$ cat src/rtl/mmio_gap_pkg.sv
package mmio_gap_pkg;
  typedef struct packed {
    logic load;     // start a new gap from delayCount
    logic dec;      // count the running gap down
    logic pairSet;  // first half of a split write accepted
    logic pairClr;  // completing write accepted
  } gapStrobes_t;
endpackage

$ cat src/rtl/mmio_gap_ctrl.sv
module mmio_gap_ctrl
  import mmio_gap_pkg::*;
(
  input  logic        reqValid,
  input  logic        reqWrite,
  input  logic        reqPairHead,
  input  logic        outReady,
  input  logic        rawDisable,
  input  logic        wawEnable,
  input  logic        gapDone,
  input  logic        pairOpen,
  output logic        reqReady,
  output logic        outValid,
  output gapStrobes_t strb
);
  logic readHeld;
  logic writeHeld;
  logic holdOff;
  logic accept;

  always_comb begin
    readHeld  = !reqWrite && !rawDisable && !gapDone;
    writeHeld = reqWrite && wawEnable && !gapDone && !pairOpen;
    holdOff   = readHeld || writeHeld;
    outValid  = reqValid && !holdOff;
    reqReady  = outReady && !holdOff;
    accept    = reqValid && reqReady;
    strb.load    = accept && reqWrite && !reqPairHead;
    strb.pairClr = accept && reqWrite && !reqPairHead;
    strb.pairSet = accept && reqWrite && reqPairHead;
    strb.dec     = !gapDone && !strb.load;
  end
endmodule

$ cat src/rtl/mmio_gap_dp.sv
module mmio_gap_dp
  import mmio_gap_pkg::*;
#(
  parameter int ADDR_W = 16,
  parameter int DATA_W = 32,
  parameter int CNT_W  = 8
) (
  input  logic              clk,
  input  logic              rstN,
  input  gapStrobes_t       strb,
  input  logic [CNT_W-1:0]  delayCount,
  input  logic              reqWrite,
  input  logic [ADDR_W-1:0] reqAddr,
  input  logic [DATA_W-1:0] reqWdata,
  output logic              gapDone,
  output logic              pairOpen,
  output logic              outWrite,
  output logic [ADDR_W-1:0] outAddr,
  output logic [DATA_W-1:0] outWdata
);
  localparam logic [CNT_W-1:0] CNT_ZERO = '0;
  localparam logic [CNT_W-1:0] CNT_ONE  = CNT_W'(1);

  logic [CNT_W-1:0] gapCnt;

  always_ff @(posedge clk) begin
    if (!rstN) begin
      gapCnt <= CNT_ZERO;
    end else if (strb.load) begin
      gapCnt <= delayCount;
    end else if (strb.dec) begin
      gapCnt <= gapCnt - CNT_ONE;
    end
  end

  always_ff @(posedge clk) begin
    if (!rstN) begin
      pairOpen <= 1'b0;
    end else if (strb.pairSet) begin
      pairOpen <= 1'b1;
    end else if (strb.pairClr) begin
      pairOpen <= 1'b0;
    end
  end

  always_comb begin
    gapDone  = (gapCnt == CNT_ZERO);
    outWrite = reqWrite;
    outAddr  = reqAddr;
    outWdata = reqWdata;
  end
endmodule

$ cat src/rtl/mmio_gap_unit.sv
module mmio_gap_unit
  import mmio_gap_pkg::*;
#(
  parameter int ADDR_W = 16,
  parameter int DATA_W = 32,
  parameter int CNT_W  = 8
) (
  input  logic              clk,
  input  logic              rstN,
  input  logic              reqValid,
  output logic              reqReady,
  input  logic              reqWrite,
  input  logic              reqPairHead,
  input  logic [ADDR_W-1:0] reqAddr,
  input  logic [DATA_W-1:0] reqWdata,
  output logic              outValid,
  input  logic              outReady,
  output logic              outWrite,
  output logic [ADDR_W-1:0] outAddr,
  output logic [DATA_W-1:0] outWdata,
  input  logic              rawDisable,
  input  logic              wawEnable,
  input  logic [CNT_W-1:0]  delayCount
);
  gapStrobes_t strb;
  logic        gapDone;
  logic        pairOpen;

  mmio_gap_ctrl uCtrl (
    .reqValid    (reqValid),
    .reqWrite    (reqWrite),
    .reqPairHead (reqPairHead),
    .outReady    (outReady),
    .rawDisable  (rawDisable),
    .wawEnable   (wawEnable),
    .gapDone     (gapDone),
    .pairOpen    (pairOpen),
    .reqReady    (reqReady),
    .outValid    (outValid),
    .strb        (strb)
  );

  mmio_gap_dp #(.ADDR_W(ADDR_W), .DATA_W(DATA_W), .CNT_W(CNT_W)) uDp (
    .clk        (clk),
    .rstN       (rstN),
    .strb       (strb),
    .delayCount (delayCount),
    .reqWrite   (reqWrite),
    .reqAddr    (reqAddr),
    .reqWdata   (reqWdata),
    .gapDone    (gapDone),
    .pairOpen   (pairOpen),
    .outWrite   (outWrite),
    .outAddr    (outAddr),
    .outWdata   (outWdata)
  );
endmodule

$ cat config.mk
export PLATFORM = sky130hd
export DESIGN_NAME = mmio_gap_unit
export DESIGN_NICKNAME = d
export VERILOG_FILES = /design/src/rtl/mmio_gap_pkg.sv /design/src/rtl/mmio_gap_ctrl.sv /design/src/rtl/mmio_gap_dp.sv /design/src/rtl/mmio_gap_unit.sv
export SDC_FILE = /design/constraint.sdc
export NUM_CORES = 1
export LEC_CHECK = 0
export BUFFER_PORTS_ARGS = -buffer_cell sky130_fd_sc_hd__buf_2
export CAP_MARGIN = 20
export CORE_ASPECT_RATIO = 0.5
export CORE_UTILIZATION = 28
export DETAILED_ROUTE_END_ITERATION = 7
export GPL_ROUTABILITY_DRIVEN = 0
export GPL_TIMING_DRIVEN = 0
export PLACE_DENSITY = 0.7
export SYNTH_ARGS = -nofsm -noshare
export SYNTH_HDL_FRONTEND = slang
export SYNTH_SLANG_ARGS = --single-unit
$ cat constraint.sdc
create_clock -name clk -period 2.15 [get_ports clk]
set_clock_uncertainty 0.15 [all_clocks]
set_input_delay 0.215 -clock clk [delete_from_list [all_inputs] [get_ports clk]]
set_output_delay 0.215 -clock clk [all_outputs]
set_load 0.05 [all_outputs]
-- After elaboration in Yosys (flattened, before gate mapping)
Index checks and enable logic that the tools add are counted.
- muxes and demuxes: 4
- reduce and logical (&&, ||, !) cells: 23
- $add $sub $neg: 1
- operators by type and width (kind ; count):
    8-bit 2-to-1 mux ; 2
    1-bit logical AND ; 12
    8-bit zero test ; 1
    8-bit by 1-bit subtractor with 8-bit output, second input constant ; 1
    1-bit zero test ; 7
    2-bit nonzero test ; 2
    1-bit 2-to-1 mux ; 2
    1-bit logical OR ; 1
- input bits: 64
- flip-flop bits (word level): 9
- output and inout bits: 51
- word-level logic and storage cells: 30

-- Logic depth before layout (Yosys ltp)
Gate-level depths: netlist (run 1).
- depth in word-level cells: 14
- mapped depth: 6
- gate-level depth less buffers: 6

-- By module
From an unflattened synthesis (run 1), not the netlist that was laid out.
- cells, all modules: 119
- area, all modules: 970.9 µm²
- by module, submodules not included (module ; times used ; area each (µm²) ; cells each ; sequential area each (µm²)):
    mmio_gap_dp ; 1 ; 878.3 ; 108 ; 180.2
    mmio_gap_ctrl ; 1 ; 92.6 ; 11 ; 0.0

-- Least setup slack after synthesis (run 1)
OpenSTA, ideal clock, no wires.
- path type: register to output
- start: register uDp.gapCnt[0]
- end: output port outValid
- slack: -0.009 ns
- buffers on the path: 0
- stages on the path, launching flop included: 6
- data required time: 1.785 ns
- arrival: 1.794 ns
- cells stage by stage: dfxtp_1 > inv_1 > ha_1 > or3b_2 > o22ai_4 > and2_1
- longest elaborated chain between the ends: 7
- elaborated cells on any way between the ends: 8
- classes of those cells: 8 x reduce/logical
- RTL lines (what ; RTL line ; text):
    from (decl) ; mmio_gap_dp.sv:24 ; logic [CNT_W-1:0] gapCnt;
    from (signal assigned) ; mmio_gap_dp.sv:30 ; gapCnt <= delayCount;
    from (signal assigned) ; mmio_gap_dp.sv:32 ; gapCnt <= gapCnt - CNT_ONE;
    8-bit zero test (*) ; mmio_gap_dp.sv:47 ; gapDone = (gapCnt == CNT_ZERO);
    1-bit zero test (*) ; mmio_gap_ctrl.sv:22, mmio_gap_ctrl.sv:23 ;
    1-bit logical AND (2 in a row) ; mmio_gap_ctrl.sv:23 ; writeHeld = reqWrite && wawEnable && !gapDone && !pairOpen;
    1-bit logical OR (*) ; mmio_gap_ctrl.sv:24 ; holdOff = readHeld || writeHeld;
    1-bit zero test (*) ; mmio_gap_ctrl.sv:25 ; outValid = reqValid && !holdOff;
    1-bit logical AND (*) ; mmio_gap_ctrl.sv:25 ;
    to (decl) ; mmio_gap_unit.sv:16 ; output logic outValid,
Every way passes the cells marked *; elsewhere a longest branch is shown, timed or not.

-- Worst setup path in the final report (run 1)
Same ends and word-level chain as after synthesis.

==> impl_metrics.json, run 1 <==
{
  "cts_buffers": 3,
  "maxCapViolations": 0,
  "top_level_ports": 115,
  "clkLatencyLatePin_ns": 0.23,
  "p_switching_mw": 0.695,
  "antenna_found_initial": 0,
  "placed_cells": 232,
  "wirelength_um": 2510,
  "first_pass_iters": 4,
  "clk_pin_slew_ns": 0.04,
  "track_usage": 0.127,
  "grt_max_degree": 11,
  "cts_tree": "yes",
  "syn_nets": 184,
  "cts_sinks": 9,
  "p_per_area_nw_per_um2": 1010,
  "seq_area_frac_synth": 0.184,
  "clk_path_buf_depth": 2,
  "hold_class": "input pin to register",
  "start_kind": "register",
  "dpl.hpwl_um": 2000,
  "p_int_mw": 0.785,
  "endpoint_kind": "primary output",
  "fin_nets": 256,
  "synth.distinct_cells": 30,
  "power.total_mw": 1.48,
  "drt_iter0_markers": 28,
  "cpLargestDelayFamily": "simple AND/OR/NAND/NOR gates",
  "max-vdd-ir-drop_mv": 0.323,
  "drive_gt1_frac": 0.693,
  "min_period_ns": 2.06,
  "viasPerCell": 4.25,
  "hold_slack_ns": 0.0765,
  "ys_warn_count": 0,
  "wl_per_cell_um": 10.6,
  "power_frac_comb": 0.652,
  "p_clk_frac": 0.132,
  "io_buffers": 66,
  "finalSetupViolations": 0,
  "critical_path_class": "register to primary output",
  "core_um2": 3170,
  "syn_area_per_cell_um2": 8.31,
  "worst-path-buf-inv": 2,
  "sw_frac_of_total": 0.469,
  "finalHoldViolations": 0,
  "area_growth_pct": 49.7,
  "antenna_cells": 0,
  "p_leak_nw": 0.798,
  "ant_nets": 0,
  "slew_viol_final": 0,
  "dieArea_um2": 3760,
  "grt-ovfl-total": 0,
  "die_x_um": 85.7,
  "crit_fanout": 5,
  "grt_pass1_wl_um": 3690,
  "drc_errors": 0,
  "vias": 1007,
  "worst_pin_slew_ns": 0.456,
  "final-instance-count-excl-fill": 237,
  "netlist_instances": 118,
  "cts_root_buf": "clkbuf_8",
  "slowest_stage": "or3b_4",
  "rows": 14,
  "grt_pass1_vias": 916,
  "path_cells": "inv_2, ha_4, or3b_4, o22ai_4, and2_4, buf_8",
  "status": "finished clean",
  "arrival_ns": 1.70,
  "slew_headroom": 0.693,
  "rsz0062_at_grt": "false",
  "ys_ff_latch": 9,
  "initial_core_util": 0.309,
  "required_ns": 1.78,
  "syn_area_um2": 981,
  "cts_htree_levels": 1,
  "slowest_delay_ns": 0.40,
  "fmax_mhz": 485,
  "pwr-share-seq": 0.216,
  "die_h_um": 43.9,
  "finalCritPeriodShare": 0.960
}
[layout make-up]
class	count	area, um^2
inverter	3	11.3
sequential	9	185
fill	290	1700
buffer	50	372
multi-input combinational	56	438
timing repair buffer	67	358
tap	48	60.1
clock buffer	4	45.0
[per-layer routing]
metal	wire [um]	part of all wire	global-route usage	vias to the layer above
met3	207	0.082	0.0362	4
met2	1380	0.55	0.280	66
li1	-	-	-	505
met4	27	0.011	0.0500	0
met5	0	0	0	-
met1	891	0.35	0.111	432
[registers in the layout, summed over array words and instances (netlist names)]
register	cells
uDp.pairOpen	1
uDp.gapCnt	8
[synthesized netlist by cell type, drive strengths merged]
cell,number,area [um^2]
xor2,3,26.3
nor2,5,18.8
clkbuf,1,3.75
and4b,1,10.0
mux2i,6,60.1
and2,2,12.5
dfxtp,9,180
nor3,1,5.00
a221oi,2,23.8
a41o,1,10.0
a2bb2oi,1,8.76
or4,1,11.3
nor4,2,12.5
a21oi,4,20.0
nand4,1,6.26
nand2,7,33.8
o21ai,1,5.00
ha,2,25.0
o31ai,3,22.5
nand4b,1,8.76
or3b,1,8.76
o22ai,1,20.0
and3b,1,8.76
inv,3,11.3
nor3b,3,22.5
o211ai,3,22.5
buf,49,368
nand3,3,15.0
[cells by family after synthesis]
group / after synthesis / synth area share
compound gates: 16 / 0.135
simple gates: 29 / 0.177
mux: 6 / 0.0612
buf+inv: 53 / 0.390
xor+xnor: 3 / 0.0268
flops: 9 / 0.184
fa+ha+maj: 2 / 0.0255
[worst register-to-register path, cell delays in order (launching register included)]
cell and delay [ns]:
dfxtp_4 0.36, inv_2 0.08, ha_4 0.13, or3b_4 0.40
o22ai_4 0.18, buf_4 0.19, nand2_4 0.09, a221oi_2 0.24
[power groups by stage]
| stage | clock network (mW) | logic (mW) | registers [mW] |
|---|---|---|---|
| floorplan | 0 | 0.745 | 0.289 |
| global placement | 0 | 0.873 | 0.302 |
| detailed placement | 0 | 0.883 | 0.306 |
| CTS | 0.200 | 0.927 | 0.310 |
| global route | 0.213 | 1.04 | 0.333 |
| finish | 0.195 | 0.965 | 0.320 |
[metrics by stage]
step,utilization,setup TNS (ns),worst slack (ns),instance area (um^2)
3_5_place_dp,0.433,-0.187,-0.0939,1370
6_report,0.463,0,0.0869,1470
5_1_grt,0.463,0,0.00343,1470
4_1_cts,0.455,0,0.00992,1440
3_3_place_gp,0.433,-0.122,-0.0613,1370
2_1_floorplan,-,0,0.112,983
[path summary, 6_finish.rpt]
path            startpoint       endpoint  slack, ns  depth (start not counted)
max          uDp.gapCnt[0]       outValid       0.09                          6
min          delayCount[1]  uDp.gapCnt[1]       0.08                          3
max reg2reg  uDp.gapCnt[0]  uDp.gapCnt[5]       0.23                          7
min reg2reg   uDp.pairOpen   uDp.pairOpen       0.32                          2
[layout by cell type, fill, tap and decap left out, types with 2 or more instances in the layout]
master / Yosys / routed
xor2_1: 3 / 3
nor2_1: 5 / 5
o211ai_1: 3 / 3
inv_2: 0 / 2
mux2i_1: 6 / 6
clkbuf_8: 0 / 3
nand2_1: 6 / 6
a21oi_1: 4 / 4
o31ai_1: 3 / 3
dfxtp_1: 9 / 7
nor4_1: 2 / 2
and2_4: 0 / 2
clkbuf_1: 1 / 2
nor3b_1: 3 / 3
buf_2: 0 / 64
nand3_1: 3 / 3
buf_8: 0 / 2
buf_4: 49 / 50
[repair_timing]
item	CTS	global route
endpoints found under the setup margin	2	2
hold buffers	0	0
cloned	0	0
setup buffers	1	0
pin swaps	1	3
resized for setup	6	10
Power figures use the tool's default switching activity.
==> inputs of run 2 (changes only) <==
--- a/config.mk
+++ b/config.mk
@@ -8,11 +8,11 @@
 export BUFFER_PORTS_ARGS = -buffer_cell sky130_fd_sc_hd__buf_2
 export CAP_MARGIN = 20
 export CORE_ASPECT_RATIO = 0.5
-export CORE_UTILIZATION = 28
+export CORE_UTILIZATION = 33
 export DETAILED_ROUTE_END_ITERATION = 7
 export GPL_ROUTABILITY_DRIVEN = 0
 export GPL_TIMING_DRIVEN = 0
-export PLACE_DENSITY = 0.7
+export PLACE_DENSITY = 0.8
 export SYNTH_ARGS = -nofsm -noshare
 export SYNTH_HDL_FRONTEND = slang
 export SYNTH_SLANG_ARGS = --single-unit
==> run 2 against run 1 <==
  * Cell count fell by 4.2%
  * Largest cell class unchanged
  * Non-clock buffer count rose by 1
  * Critical path type unchanged
  * Die area fell by 15%
==> impl_metrics.json, run 2 (synthesis gave the netlist of run 1 again) <==
{
  "status": "finished clean",
  "die_x_um": 79.1,
  "largest_reg_flops": 8,
  "sw_frac_of_total": 0.470,
  "top_layer_used": "met3",
  "p_clk_frac": 0.134,
  "max-vdd-ir-drop_mv": 0.319,
  "power_frac_comb": 0.655,
  "pwr-share-seq": 0.210,
  "cts_sinks": 9,
  "dieArea_um2": 3210,
  "area_growth_pct": 49.0,
  "ant_nets": 0,
  "finalHoldViolations": 0,
  "antenna_found_initial": 0,
  "clkLatencyLatePin_ns": 0.24,
  "arrival_ns": 1.71,
  "hold_class": "input pin to register",
  "placed_area_um2": 1360,
  "cts_root_buf": "clkbuf_8",
  "wl_met2_um": 1320,
  "placed_cells": 221,
  "final_area_um2": 1460,
  "fin_nets": 257,
  "antenna_cells": 0,
  "p_int_mw": 0.800,
  "grt_pass1_vias": 759,
  "clk_pin_slew_ns": 0.05,
  "dpl.hpwl_um": 1950,
  "multiInputGateArea_um2": 438,
  "cts_buffers": 3,
  "rows": 13,
  "clk_path_buf_depth": 2,
  "met3_length_um": 239,
  "finalCritPeriodShare": 0.966,
  "grt-ovfl-total": 0,
  "final_core_util": 0.541,
  "wirelength_um": 2430,
  "drt_iter0_markers": 20,
  "slew_headroom": 0.684,
  "regToRegSetupSlack_ns": 0.23,
  "regMostFlops": "uDp.gapCnt",
  "layout_commonest_cell": "buf_2",
  "io_buffers": 66,
  "num-fill-cells": 244,
  "final_cell_mix": "64 x buf_2, 51 x buf_4, 8 x dfxtp_1, 6 x nand2_1, 6 x mux2i_1",
  "grt_max_degree": 11,
  "p_per_area_nw_per_um2": 1030,
  "power.total_mw": 1.51,
  "initial_core_util": 0.363,
  "maxCapViolations": 0,
  "die_h_um": 40.6,
  "p_leak_nw": 0.802,
  "drive_gt1_frac": 0.689,
  "fmax_mhz": 481,
  "finalSetupViolations": 0,
  "reg.largest.list": "uDp.gapCnt x8, uDp.pairOpen x1",
  "final-instance-count-excl-fill": 227,
  "endpoint_kind": "primary output",
  "crit_fanout": 5,
  "register_area_um2": 184,
  "vias": 1020,
  "required_ns": 1.78,
  "track_usage": 0.129,
  "hold_slack_ns": 0.0706,
  "min_period_ns": 2.08,
  "critical_path_class": "register to primary output",
  "wl_met1_um": 869,
  "viasPerCell": 4.49,
  "p_switching_mw": 0.708,
  "cts_htree_levels": 1,
  "top_level_ports": 115,
  "grt_pass1_wl_um": 3100,
  "worst_pin_slew_ns": 0.469,
  "rsz0062_at_grt": "false",
  "cts_tree": "yes",
  "slew_viol_final": 0,
  "wl_per_cell_um": 10.7,
  "start_kind": "register",
  "first_pass_iters": 4,
  "postCtsHoldBufs": 0,
  "drc_errors": 0,
  "core_um2": 2700
}
## run 2: cell types whose count changed in the layout (fill, tap and decap cells not counted)
cell,delta
dfxtp_2,-1
buf_4,+1
dfxtp_1,+1
## run 2: what timing repair did
item,in CTS,in global routing
pin swaps,1,2
buffers inserted,2,0
hold endpoints to repair,0,0
setup endpoints to repair,2,2
gates resized for setup,8,7
## run 2: metrics by stage
stage          setup slack, ns  setup TNS [ns]
2_1_floorplan            0.112               0
3_3_place_gp           -0.0576          -0.115
3_5_place_dp           -0.0916          -0.179
4_1_cts                0.00164               0
5_1_grt                0.00630               0
6_report                0.0723               0
## run 2: final cells by class
type,instances,share of cell area
Sequential cell,9,0.126
Buffer,50,0.254
Tap cell,37,0.0317
Clock buffer,4,0.0308
Inverter,3,0.00771
Multi-Input combinational cell,56,0.300
Timing Repair Buffer,68,0.250
## run 2: path summary, 6_finish.rpt
check                startpoint             to  depth (start not counted)
setup / recovery  uDp.gapCnt[0]       reqReady                          6
hold / removal    delayCount[1]  uDp.gapCnt[1]                          3
hold reg to reg    uDp.pairOpen   uDp.pairOpen                          2
setup reg to reg  uDp.gapCnt[0]  uDp.gapCnt[0]                          7
## run 2: critical path: stages (launching register included)
cell,delay (ns)
dfxtp_4,0.35
inv_2,0.08
ha_4,0.14
or3b_4,0.40
o22ai_4,0.18
and2_4,0.18
buf_8,0.14
## run 2: power by group through the flow
| stage | Sequential (mW) | Clock (mW) | Combinational [mW] |
|---|---|---|---|
| after floorplan | 0.289 | 0 | 0.745 |
| after global placement | 0.302 | 0 | 0.864 |
| after detailed placement | 0.306 | 0 | 0.883 |
| after CTS | 0.306 | 0.207 | 0.950 |
| after global routing | 0.323 | 0.212 | 1.05 |
| final | 0.317 | 0.203 | 0.988 |
## run 2: per-layer routing
layer,up-vias,global-route usage
met4,0,0.0227
met1,456,0.115
met2,61,0.304
li1,503,-
met3,0,0.0409
met5,-,0
